===== src/rtl/awa_pkg.sv =====
// Package: shared constants and the window type for the ADC window alarm.
// Assumes 12-bit conversion results and 8-bit threshold configuration fields.
package awa_pkg;
    localparam int DATA_W = 12;
    localparam int CFG_W  = 8;
    localparam int NIB_W  = DATA_W - CFG_W;
    localparam logic [DATA_W-1:0] CODE_MAX = '1;

    // One channel's limits: plain window for detection, narrowed one for release
    typedef struct packed {
        logic              en;
        logic [DATA_W-1:0] lo;
        logic [DATA_W-1:0] hi;
        logic [DATA_W-1:0] rel_lo;
        logic [DATA_W-1:0] rel_hi;
    } win_t;
endpackage


===== src/rtl/awa_track_calc.sv =====
// Module: computes the tracking window from the DAC code and range select.
// Expected code E = floor(T*gain/128)+offset, T = top 12 bits of the DAC code.
// The window is E-HALF_W .. E+HALF_W, each bound saturated to 0x000..0xFFF.
// Assumes DAC_W >= 12.
module awa_track_calc
    import awa_pkg::*;
#(
    parameter int DAC_W  = 16,
    parameter int GAIN0  = 113,
    parameter int OFFS0  = 492,
    parameter int GAIN1  = 82,
    parameter int OFFS1  = 655,
    parameter int HALF_W = 64
) (
    input  logic [DAC_W-1:0]  dac_code,
    input  logic              dac_range,
    output logic [DATA_W-1:0] trk_lo,
    output logic [DATA_W-1:0] trk_hi
);
    localparam int PROD_W = DATA_W + 8;
    localparam int EXP_W  = DATA_W + 3;

    logic [DATA_W-1:0] top;
    logic [PROD_W-1:0] prod0, prod1;
    logic [EXP_W-1:0]  exp0, exp1, exp_sel;
    logic [EXP_W-1:0]  lo_wide, hi_wide;

    assign top = dac_code[DAC_W-1 -: DATA_W];

    // Expected code for both ranges, then select
    always_comb begin
        prod0   = PROD_W'(top) * PROD_W'(GAIN0);
        prod1   = PROD_W'(top) * PROD_W'(GAIN1);
        exp0    = EXP_W'(prod0 >> 7) + EXP_W'(OFFS0);
        exp1    = EXP_W'(prod1 >> 7) + EXP_W'(OFFS1);
        exp_sel = dac_range ? exp1 : exp0;
    end

    // Window bounds with saturation at both ends of the code range
    always_comb begin
        lo_wide = (exp_sel >= EXP_W'(HALF_W)) ? exp_sel - EXP_W'(HALF_W) : '0;
        hi_wide = exp_sel + EXP_W'(HALF_W);
        trk_lo  = (lo_wide > EXP_W'(CODE_MAX)) ? CODE_MAX : lo_wide[DATA_W-1:0];
        trk_hi  = (hi_wide > EXP_W'(CODE_MAX)) ? CODE_MAX : hi_wide[DATA_W-1:0];
    end

    // Bounds are ordered and never further apart than the full window
    always_comb begin

        trk_order_chk: assert (trk_hi >= trk_lo && (trk_hi - trk_lo) <= DATA_W'(2*HALF_W));
    end
endmodule


===== src/rtl/awa_window.sv =====
// Module: builds one channel's detection and release limits.
// A fixed channel widens its 8-bit fields with a 0x0 / 0xF nibble; the tracking
// variant takes its limits from awa_track_calc. Hysteresis narrows the release
// window with saturating arithmetic. Fields 0x00/0xFF mark the channel disabled.
module awa_window
    import awa_pkg::*;
#(
    parameter int HYST_W   = 8,
    parameter bit IS_TRACK = 1'b0
) (
    input  logic [CFG_W-1:0]  lo_field,
    input  logic [CFG_W-1:0]  hi_field,
    input  logic [DATA_W-1:0] trk_lo,
    input  logic [DATA_W-1:0] trk_hi,
    input  logic [HYST_W-1:0] hyst,
    output win_t              win
);
    localparam int SUM_W = DATA_W + 1;

    logic [DATA_W-1:0] base_lo, base_hi;
    logic [SUM_W-1:0]  lo_plus;
    logic [DATA_W-1:0] hyst_ext;

    // Pick the plain limits by variant
    generate
        if (IS_TRACK) begin : g_track
            assign base_lo = trk_lo;
            assign base_hi = trk_hi;
        end else begin : g_fixed
            assign base_lo = {lo_field, {NIB_W{1'b0}}};
            assign base_hi = {hi_field, {NIB_W{1'b1}}};
        end
    endgenerate

    // Enable decode and saturating hysteresis narrowing
    always_comb begin
        hyst_ext   = DATA_W'(hyst);
        lo_plus    = SUM_W'(base_lo) + SUM_W'(hyst_ext);
        win.en     = !(lo_field == '0 && hi_field == '1);
        win.lo     = base_lo;
        win.hi     = base_hi;
        win.rel_lo = lo_plus[DATA_W] ? CODE_MAX : lo_plus[DATA_W-1:0];
        win.rel_hi = (base_hi >= hyst_ext) ? base_hi - hyst_ext : '0;
    end

    // Release window never extends past the detection window
    always_comb begin

        rel_inside_chk: assert (win.rel_lo >= win.lo && win.rel_hi <= win.hi);
    end
endmodule


===== src/rtl/awa_chan.sv =====
// Module: per-channel run counter and alarm state.
// On a strobe for this channel: a failure extends the run and raises the alarm
// once the run exceeds the shared limit; a pass clears the run; while the alarm
// is set, a result inside the narrowed window releases it. State holds otherwise.
module awa_chan
    import awa_pkg::*;
#(
    parameter int CNT_W = 4
) (
    input  logic              clk,
    input  logic              rst_n,
    input  logic              hit,
    input  logic [DATA_W-1:0] data,
    input  win_t              win,
    input  logic [CNT_W-1:0]  fault_limit,
    output logic              alarm
);
    localparam logic [CNT_W-1:0] CNT_MAX = '1;

    logic             fail, in_rel;
    logic [CNT_W-1:0] run_q;
    logic             alarm_q;

    // Classify the presented result against both windows
    always_comb begin
        fail   = win.en && (data < win.lo || data > win.hi);
        in_rel = !win.en || (data >= win.rel_lo && data <= win.rel_hi);
    end

    // Run counter and alarm register
    always_ff @(posedge clk) begin
        if (!rst_n) begin
            run_q   <= '0;
            alarm_q <= 1'b0;
        end else if (hit) begin
            if (fail) begin
                run_q <= (run_q == CNT_MAX) ? run_q : run_q + 1'b1;
                if (!alarm_q && run_q >= fault_limit) alarm_q <= 1'b1;
            end else begin
                run_q <= '0;
            end
            if (alarm_q && in_rel) begin
                alarm_q <= 1'b0;
                run_q   <= '0;
            end
        end
    end

    assign alarm = alarm_q;


    rise_on_fail_chk: assert property (@(posedge clk) disable iff (!rst_n)
        $rose(alarm_q) |-> $past(hit && fail));

    fall_on_release_chk: assert property (@(posedge clk) disable iff (!rst_n)
        $fell(alarm_q) |-> $past(hit && in_rel));

    hold_when_idle_chk: assert property (@(posedge clk) disable iff (!rst_n)
        !hit |=> $stable(alarm_q) && $stable(run_q));

    pass_clears_chk: assert property (@(posedge clk) disable iff (!rst_n)
        (hit && !fail) |=> (run_q == '0));
endmodule


===== src/rtl/adc_window_alarm.sv =====
// Module: ADC window alarm filter, top level.
// Routes each strobed result to its channel, builds per-channel windows (the
// last channel, by default, follows the DAC tracking window) and collects the
// registered alarm flags. Assumes NUM_CH >= 2 and TRACK_CH < NUM_CH.
module adc_window_alarm
    import awa_pkg::*;
#(
    parameter int NUM_CH   = 4,
    parameter int TRACK_CH = NUM_CH - 1,
    parameter int CNT_W    = 4,
    parameter int HYST_W   = 8,
    parameter int DAC_W    = 16,
    localparam int CH_W    = $clog2(NUM_CH)
) (
    input  logic                    clk,
    input  logic                    rst_n,
    input  logic                    conv_valid,
    input  logic [CH_W-1:0]         conv_ch,
    input  logic [11:0]             conv_data,
    input  logic [8*NUM_CH-1:0]     lo_cfg,
    input  logic [8*NUM_CH-1:0]     hi_cfg,
    input  logic [CNT_W-1:0]        fault_limit,
    input  logic [HYST_W-1:0]       hyst,
    input  logic [DAC_W-1:0]        dac_code,
    input  logic                    dac_range,
    output logic [NUM_CH-1:0]       alarm
);
    logic [DATA_W-1:0] trk_lo, trk_hi;

    // Shared tracking window computation
    awa_track_calc #(.DAC_W(DAC_W)) u_track (
        .dac_code (dac_code),
        .dac_range(dac_range),
        .trk_lo   (trk_lo),
        .trk_hi   (trk_hi)
    );

    // One window builder and one state slice per channel
    generate
        for (genvar c = 0; c < NUM_CH; c++) begin : g_ch
            win_t win;
            logic hit;

            assign hit = conv_valid && (conv_ch == CH_W'(c));

            awa_window #(.HYST_W(HYST_W), .IS_TRACK(c == TRACK_CH)) u_win (
                .lo_field(lo_cfg[CFG_W*c +: CFG_W]),
                .hi_field(hi_cfg[CFG_W*c +: CFG_W]),
                .trk_lo  (trk_lo),
                .trk_hi  (trk_hi),
                .hyst    (hyst),
                .win     (win)
            );

            awa_chan #(.CNT_W(CNT_W)) u_chan (
                .clk        (clk),
                .rst_n      (rst_n),
                .hit        (hit),
                .data       (conv_data),
                .win        (win),
                .fault_limit(fault_limit),
                .alarm      (alarm[c])
            );
        end
    endgenerate


    reset_clear_chk: assert property (@(posedge clk) disable iff (!rst_n)
        $rose(rst_n) |-> (alarm == '0));

    one_channel_moves_chk: assert property (@(posedge clk) disable iff (!rst_n)
        $countones(alarm ^ $past(alarm)) <= 1);
endmodule


===== config.mk =====
export PLATFORM = sky130hd
export DESIGN_NAME = adc_window_alarm
export DESIGN_NICKNAME = d
export VERILOG_FILES = /design/src/rtl/awa_pkg.sv /design/src/rtl/awa_track_calc.sv /design/src/rtl/awa_window.sv /design/src/rtl/awa_chan.sv /design/src/rtl/adc_window_alarm.sv
export SDC_FILE = /design/constraint.sdc
export NUM_CORES = 1
export LEC_CHECK = 0
export ABC_AREA = 1
export BUFFER_PORTS_ARGS = -buffer_cell sky130_fd_sc_hd__buf_2
export CAP_MARGIN = 20
export CORE_MARGIN = 3
export CORE_UTILIZATION = 45
export CTS_CLUSTER_SIZE = 12
export DETAILED_ROUTE_END_ITERATION = 7
export GPL_ROUTABILITY_DRIVEN = 0
export HOLD_SLACK_MARGIN = 0.1
export PLACE_DENSITY = 0.62
export SYNTH_ARGS = -nofsm -noshare
export SYNTH_HDL_FRONTEND = slang
export SYNTH_SLANG_ARGS = --single-unit

===== constraint.sdc =====
create_clock -name clk -period 30 [get_ports clk]
set_input_delay 6 -clock clk [delete_from_list [all_inputs] [get_ports clk]]
set_output_delay 6 -clock clk [all_outputs]
set_load 0.01 [all_outputs]

**After elaboration in Yosys (flattened, before gate mapping)**

Index checks and enable logic that the tools add are counted.

- Register bits after elaboration: 20
- Latch bits: 0
- RAM bits: 0
- Bits in read-only memories: 0
- Input bits: 110
- Output and inout port bits: 4
- Logic and storage cells: 165
- Memories kept: 0

- $add $sub $neg: 16
- $mul: 2
- Div/mod/pow operators: 0
- $lt $le $gt $ge: 27
- Eq/ne operators: 15
- Shifts and indexed selects: 0
- Mux-type cells: 36
- Bitwise operators: 0
- Reductions and logical operators: 61

Operator list:

| cell | number |
|---|---|
| 12-bit 2-to-1 mux | 10 |
| 12-bit by 8-bit adder with 13-bit output | 4 |
| 12-bit >= comparator | 4 |
| 12-bit by 8-bit >= comparator with 1-bit output | 4 |
| 12-bit > comparator | 4 |
| 12-bit less-or-equal comparator | 4 |
| 12-bit < comparator | 4 |
| 4-bit 2-to-1 mux | 12 |
| 12-bit by 8-bit subtractor with 12-bit output | 4 |
| 8-bit equality test (second input constant) | 4 |
| 8-bit logical NOT | 4 |
| 15-bit by 12-bit > comparator with 1-bit output (second input constant) | 2 |
| 15-bit 2-to-1 mux | 2 |
| 1-bit logical AND | 24 |
| 12-bit by 7-bit multiplier with 19-bit output (second input constant) | 1 |
| 12-bit by 6-bit multiplier with 18-bit output (second input constant) | 1 |
| 4-bit by 1-bit adder with 4-bit output (second input constant) | 4 |
| 4-bit equality test (second input constant) | 4 |
| 4-bit >= comparator | 4 |
| 2-bit nonzero test | 8 |
| 15-bit by 7-bit adder with 15-bit output (second input constant) | 1 |
| 15-bit by 7-bit >= comparator with 1-bit output (second input constant) | 1 |
| 15-bit by 7-bit subtractor with 15-bit output (second input constant) | 1 |
| 12-bit by 10-bit adder with 13-bit output (second input constant) | 1 |
| 10 further kinds | 45 |

**Longest topological paths before layout**

- Depth in word-level cells: 15
- Mapped depth: 64
- Gate-level depth less buffers: 64

**Cells and area by module**

From an unflattened synthesis, not the netlist that was laid out.

- Cell total of the unflattened synthesis: 2,487
- Area total of the unflattened synthesis: 15,023.2 um^2

By module, submodules not included:

| module | instances | cells each | area an instance (um^2) | seq. area each (um^2) |
|---|---|---|---|---|
| awa_chan | 4 | 275 | 1,705.4 | 100.1 |
| awa_track_calc | 1 | 605 | 4,003.8 | 0.0 |
| awa_window at g_ch[0].u_win ... | 3 | 166 | 894.6 | 0.0 |
| awa_window at g_ch[3].u_win | 1 | 276 | 1,483.9 | 0.0 |
| adc_window_alarm | 1 | 8 | 30.0 | 0.0 |

**Worst setup path before layout**

No wires, ideal clock.

- Kind: in2reg
- Start: input dac_code[6]
- End: register g_ch[3].u_chan.run_q[0]
- Setup time: 0.115 ns
- Data arrival time: 13.705 ns
- Required time: 29.885 ns
- Path slack: 16.180 ns
- Stages on the path: 54
- Path buffers: 0
- Cells stage by stage: fa_1 > ha_1 > ha_1 > fa_1 > ha_1 > nand2_1 > nand2_1 > o21bai_2 > nand2_1 > nand2_2 > ha_1 > nand3b_2 > nand2_2 > nor2_4 > nand3b_1 > nand2_1 > inv_1 > ha_1 > [... 18 more ...] > o31a_1 > nand3_2 > nor3_4 > or2_1 > ha_1 > a21oi_1 > o21ai_0 > nand2_1 > o2111ai_1 > o41ai_1 > nand2_1 > nand2_1 > nand2_1 > inv_1 > nor2_1 > nand3_4 > a21oi_1 > nor2_1

- Word-level cells in the longest chain between the ends: 15
- Elaborated cells between the ends (all ways): 31
- Classes of those cells: add/sub (6); mul (2); order compare (8); eq/ne (1); mux (8); reduce/logical (6)

RTL lines:

| element | RTL line | RTL |
|---|---|---|
| start, declared | adc_window_alarm.sv:24 | `input logic [DAC_W-1:0] dac_code,` |
| 12-bit by 7-bit multiplier with 19-bit output or 12-bit by 6-bit multiplier with 18-bit output (tied branches) | awa_track_calc.sv:32, awa_track_calc.sv:33 |  |
| 12-bit by 9-bit adder with 13-bit output or 12-bit by 10-bit adder with 13-bit output (tied branches) | awa_track_calc.sv:34, awa_track_calc.sv:35 |  |
| 15-bit 2-to-1 mux (*) | awa_track_calc.sv:36 | `exp_sel = dac_range ? exp1 : exp0;` |
| 15-bit by 7-bit subtractor with 15-bit output or 15-bit by 7-bit >= comparator with 1-bit output (tied branches) | awa_track_calc.sv:41 | `lo_wide = (exp_sel >= EXP_W'(HALF_W)) ? exp_sel - EXP_W'(HALF_W) : '0;` |
| 15-bit 2-to-1 mux | awa_track_calc.sv:41 |  |
| 15-bit by 12-bit > comparator with 1-bit output | awa_track_calc.sv:43 | `trk_lo = (lo_wide > EXP_W'(CODE_MAX)) ? CODE_MAX : lo_wide[DATA_W-1:0];` |
| 12-bit 2-to-1 mux | awa_track_calc.sv:43 |  |
| 12-bit by 8-bit adder with 13-bit output | awa_window.sv:38 | `lo_plus = SUM_W'(base_lo) + SUM_W'(hyst_ext);` |
| 12-bit 2-to-1 mux | awa_window.sv:42 | `win.rel_lo = lo_plus[DATA_W] ? CODE_MAX : lo_plus[DATA_W-1:0];` |
| 12-bit >= comparator | awa_chan.sv:27 | `in_rel = !win.en \|\| (data >= win.rel_lo && data <= win.rel_hi);` |
| 1-bit logical AND | awa_chan.sv:27 |  |
| 1-bit logical OR | awa_chan.sv:27 |  |
| 1-bit logical AND | awa_chan.sv:42 | `if (alarm_q && in_rel) begin` |
| 3-bit inequality test (no source line) | - |  |
| 2-bit AND reduction (no source line) | - |  |
| end signal, assigned | awa_chan.sv:37 | `run_q <= (run_q == CNT_MAX) ? run_q : run_q + 1'b1;` |
| end, declared | awa_chan.sv:21 | `logic [CNT_W-1:0] run_q;` |

Every way passes the cells marked *; elsewhere a longest branch is shown, timed or not.
A chain may end at the register's enable or synchronous reset.

**Worst setup path in the final report**

- Start: input dac_code[8]
- End: register g_ch[3].u_chan.run_q[2]

Same word-level chain as after synthesis.

==> impl_metrics.py <==
metrics = {
    "outcome": {
        "status": "finished, final reports clean",
    },
    "yosys": {
        "synth_xor_xnor_area_share_pct": 2.66,
        "ys_ff_latch": 20,
        "yosysSeqAreaShare_pct": 3.50,
        "syn_nets": 2159,
        "postSynthAreaPerCell_sq_um": 6.71,
        "syn_area_sq_um": 11400,
        "yosysWarningCount": 0,
        "synth-adder-area-share_pct": 39.6,
        "synth_top_family_by_area": "adder cells",
        "synthMuxAreaShare_pct": 0,
        "synth_simple_gate_area_share_pct": 28.8,
        "synth_compound_area_share_pct": 15.5,
        "synthCells": 1705,
        "yosysUniqueCellTypes": 58,
    },
    "timing": {
        "period_share_pct": 49.4,
        "setup_viol": 0,
        "finalSetupTns_ns": 0,
        "min_period_ns": 14.83,
        "fin_skew_ns": 0.000710,
        "max_freq_mhz": 67.4,
        "slew_viol_final": 0,
        "rsz0062_at_grt": "no",
        "max-slew-margin-rel_pct": 42.5,
        "worstMarginPinSlew_ns": 0.861,
        "postLayoutSetupSlackWorst_ns": 15.17,
        "finalHoldViolations": 0,
    },
    "critical_path": {
        "r2r_setup_slack_ns": 28.26,
        "end_kind": "flip-flop",
        "crit_start": "dac_code[8]",
        "ff2ff_path_depth": 10,
        "reg2reg_to": "g_ch[2].u_chan.alarm$_SDFFE_PN0P_",
        "arrival_ns": 14.97,
        "worstPathRequired_ns": 30.14,
        "cp_max_fo": 9,
        "critical-path-slowest-cell": "fa_1",
        "worstSetupEndpoint": "g_ch[3].u_chan.run_q[2]$_SDFFE_PN0P_",
        "r2r_start": "g_ch[2].u_chan.run_q[0]$_SDFFE_PN0P_",
        "cpPeakStageDelay_ns": 0.46,
        "timing.critical_path.mode_cell": "nand2_1",
        "path_class": "in2reg",
        "critPathLaunchType": "input port",
    },
    "global_routing": {
        "overflow": 0,
        "grt_use_total_pct": 22.3,
        "grt_pass1_vias": 10600,
        "antenna_found_initial": 0,
        "grt_max_degree": 17,
        "grt_pass1_wl_um": 50200,
    },
    "power": {
        "p_leak_uw": 0.00695,
        "p_total_uw": 842,
        "ir_worst_vdd_uv": 33.2,
        "pwr_density_cell_nw_per_um2": 67.7,
    },
    "hold_path": {
        "min-delay-path-class": "reg2reg",
    },
    "clock_tree": {
        "cts_buffers": 3,
        "cts.repair.resized": 0,
        "cts-root-buf": "clkbuf_16",
        "clockBufferDepth": 2,
        "hold_buffers": 0,
        "clock_sinks": 20,
        "cts_tree": "yes",
        "path_clk_slew_ns": 0.06,
        "post_cts_buffers": 0,
        "htreeDepth": 1,
        "clk_latency_ns": 0.25,
    },
    "layout": {
        "nNetsFinal": 2264,
        "seqCellArea_sq_um": 400,
        "multi_input_area_sq_um": 9910,
        "drive_gt1_share_pct": 11.5,
        "area_growth_pct": 8.65,
        "antenna_cells": 0,
        "fillers": 2594,
        "stdcell_area_sq_um": 12400,
    },
    "floorplan": {
        "die-area_sq_um": 27400,
        "rows": 57,
        "boundaryPins": 114,
        "core_area_sq_um": 24700,
        "die_w_um": 165,
        "die_h_um": 165,
        "start_util_pct": 46.4,
    },
    "placement": {
        "hpwl_um": 25300,
        "postPlaceCellArea_sq_um": 12300,
        "pre_cts_ws_ns": 14.94,
        "port_buffers": 109,
    },
    "routing": {
        "finalWirelength_um": 30600,
        "vias": 11300,
        "drc_errors": 0,
        "drt_pass1_iterations": 5,
        "drt_iter0_markers": 519,
        "routedWlPerCell_um": 14.4,
        "post_drt_via_cell_ratio": 5.31,
        "ant_nets": 0,
    },
    "flow_run": {
        "drv_cap": 0,
    },
}
per-stage QoR:
step                      cells  util [%]  hold slack (ns)
final                      2133      50.4            0.496
after global routing       2133      50.4            0.527
after CTS                  2133      50.4            0.502
after detailed placement   2129      50.0            0.493
after global placement     2129      50.0            0.478
after floorplan            1705         -            0.462
cell families after synthesis:
group,after synthesis
and+or+nand+nor,705
adders and majority gates,344
AOI/OAI and AO/OA,306
buffers and inverters,297
xor gates and xnor gates,33
DFF,20
worst max-delay path, delay by kind of cell:
kind	cells	cell delay, ns
simple gates	34	3.98
fa+ha+maj	9	2.90
compound gates	8	1.27
buf+inv	9	0.81
where the power goes:
group	total (uW)	internal [uW]	leakage [uW]	switching, uW
Clock	30.5	20.3	0.0000442	10.1
Sequential	29.2	27.8	0.000163	1.38
Combinational	782	299	0.00675	483
Total	842	347	0.00695	495
Yosys cell counts (all sizes together):
cell / number / area share, %
a211oi: 7 / 0.46
a21boi: 5 / 0.33
a21o: 8 / 0.52
a21oi: 138 / 6.2
a31oi: 15 / 0.82
a32oi: 1 / 0.077
and2: 3 / 0.16
and3: 1 / 0.055
buf: 5 / 0.31
clkbuf: 5 / 0.20
clkinv: 2 / 0.066
dfxtp: 20 / 3.5
fa: 30 / 5.2
ha: 314 / 34
inv: 285 / 9.3
nand2: 340 / 12
nand3: 97 / 5.0
nand3b: 12 / 0.82
nand4: 40 / 2.4
nor2: 155 / 5.5
nor3: 20 / 1.0
nor3b: 1 / 0.066
nor4: 18 / 0.98
o2111ai: 5 / 0.38
o211ai: 9 / 0.59
o21a: 7 / 0.46
o21ai: 79 / 3.6
o21bai: 10 / 0.69
o221a: 1 / 0.098
o221ai: 4 / 0.31
o22ai: 5 / 0.27
o31a: 1 / 0.077
o31ai: 9 / 0.59
o41ai: 2 / 0.15
or2: 17 / 0.93
or4: 1 / 0.066
xnor2: 13 / 0.99
xor2: 20 / 1.7
how the worst min path moves through the flow:
stage | startpoint | to | slack (ns) | cells past startpoint
floorplan | g_ch[2].u_chan.alarm$_SDFFE_PN0P_ | g_ch[2].u_chan.alarm$_SDFFE_PN0P_ | 0.46 | 1
CTS | g_ch[1].u_chan.alarm$_SDFFE_PN0P_ | g_ch[1].u_chan.alarm$_SDFFE_PN0P_ | 0.50 | 1
global placement | g_ch[1].u_chan.alarm$_SDFFE_PN0P_ | g_ch[1].u_chan.alarm$_SDFFE_PN0P_ | 0.48 | 1
finish | g_ch[1].u_chan.alarm$_SDFFE_PN0P_ | g_ch[1].u_chan.alarm$_SDFFE_PN0P_ | 0.50 | 1
global route | g_ch[1].u_chan.alarm$_SDFFE_PN0P_ | g_ch[1].u_chan.alarm$_SDFFE_PN0P_ | 0.53 | 1
detailed placement | g_ch[2].u_chan.alarm$_SDFFE_PN0P_ | g_ch[2].u_chan.alarm$_SDFFE_PN0P_ | 0.49 | 1
cell type report:
class,count,share of cell area [%]
Multi-Input combinational cell,1388,79.7
Timing Repair Buffer,110,4.45
Sequential cell,20,3.22
Tap cell,324,3.26
Clock buffer,4,0.714
Inverter,287,8.66
state kept, by name, summed over array words and instances (netlist names):
register and cells:
g_ch.u_chan.alarm 4, g_ch.u_chan.run_q 16
layer usage:
metal	global-route usage [%]	share of wire, %	up-vias
met5	0	0	-
met4	3.89	1.8	0
met3	1.50	3.5	29
met2	40.3	47	197
met1	29.4	48	5093
li1	-	-	6005
cell usage in the layout, fill, tap and decap left out, types with 11 or more instances in the layout:
cell | Yosys | layout
ha_1 | 314 | 314
nand2_1 | 312 | 312
inv_1 | 270 | 270
nor2_1 | 146 | 146
a21oi_1 | 134 | 134
buf_2 | 1 | 109
nand3_1 | 85 | 85
o21ai_0 | 72 | 72
nand4_1 | 37 | 37
fa_1 | 30 | 30
nand2_2 | 25 | 25
dfxtp_1 | 20 | 20
nor4_1 | 18 | 18
xor2_1 | 18 | 18
nor3_1 | 18 | 18
inv_2 | 15 | 15
a31oi_1 | 15 | 15
xnor2_1 | 13 | 13
or2_2 | 13 | 13
nand3b_1 | 11 | 11
Power figures use the tool's default switching activity.
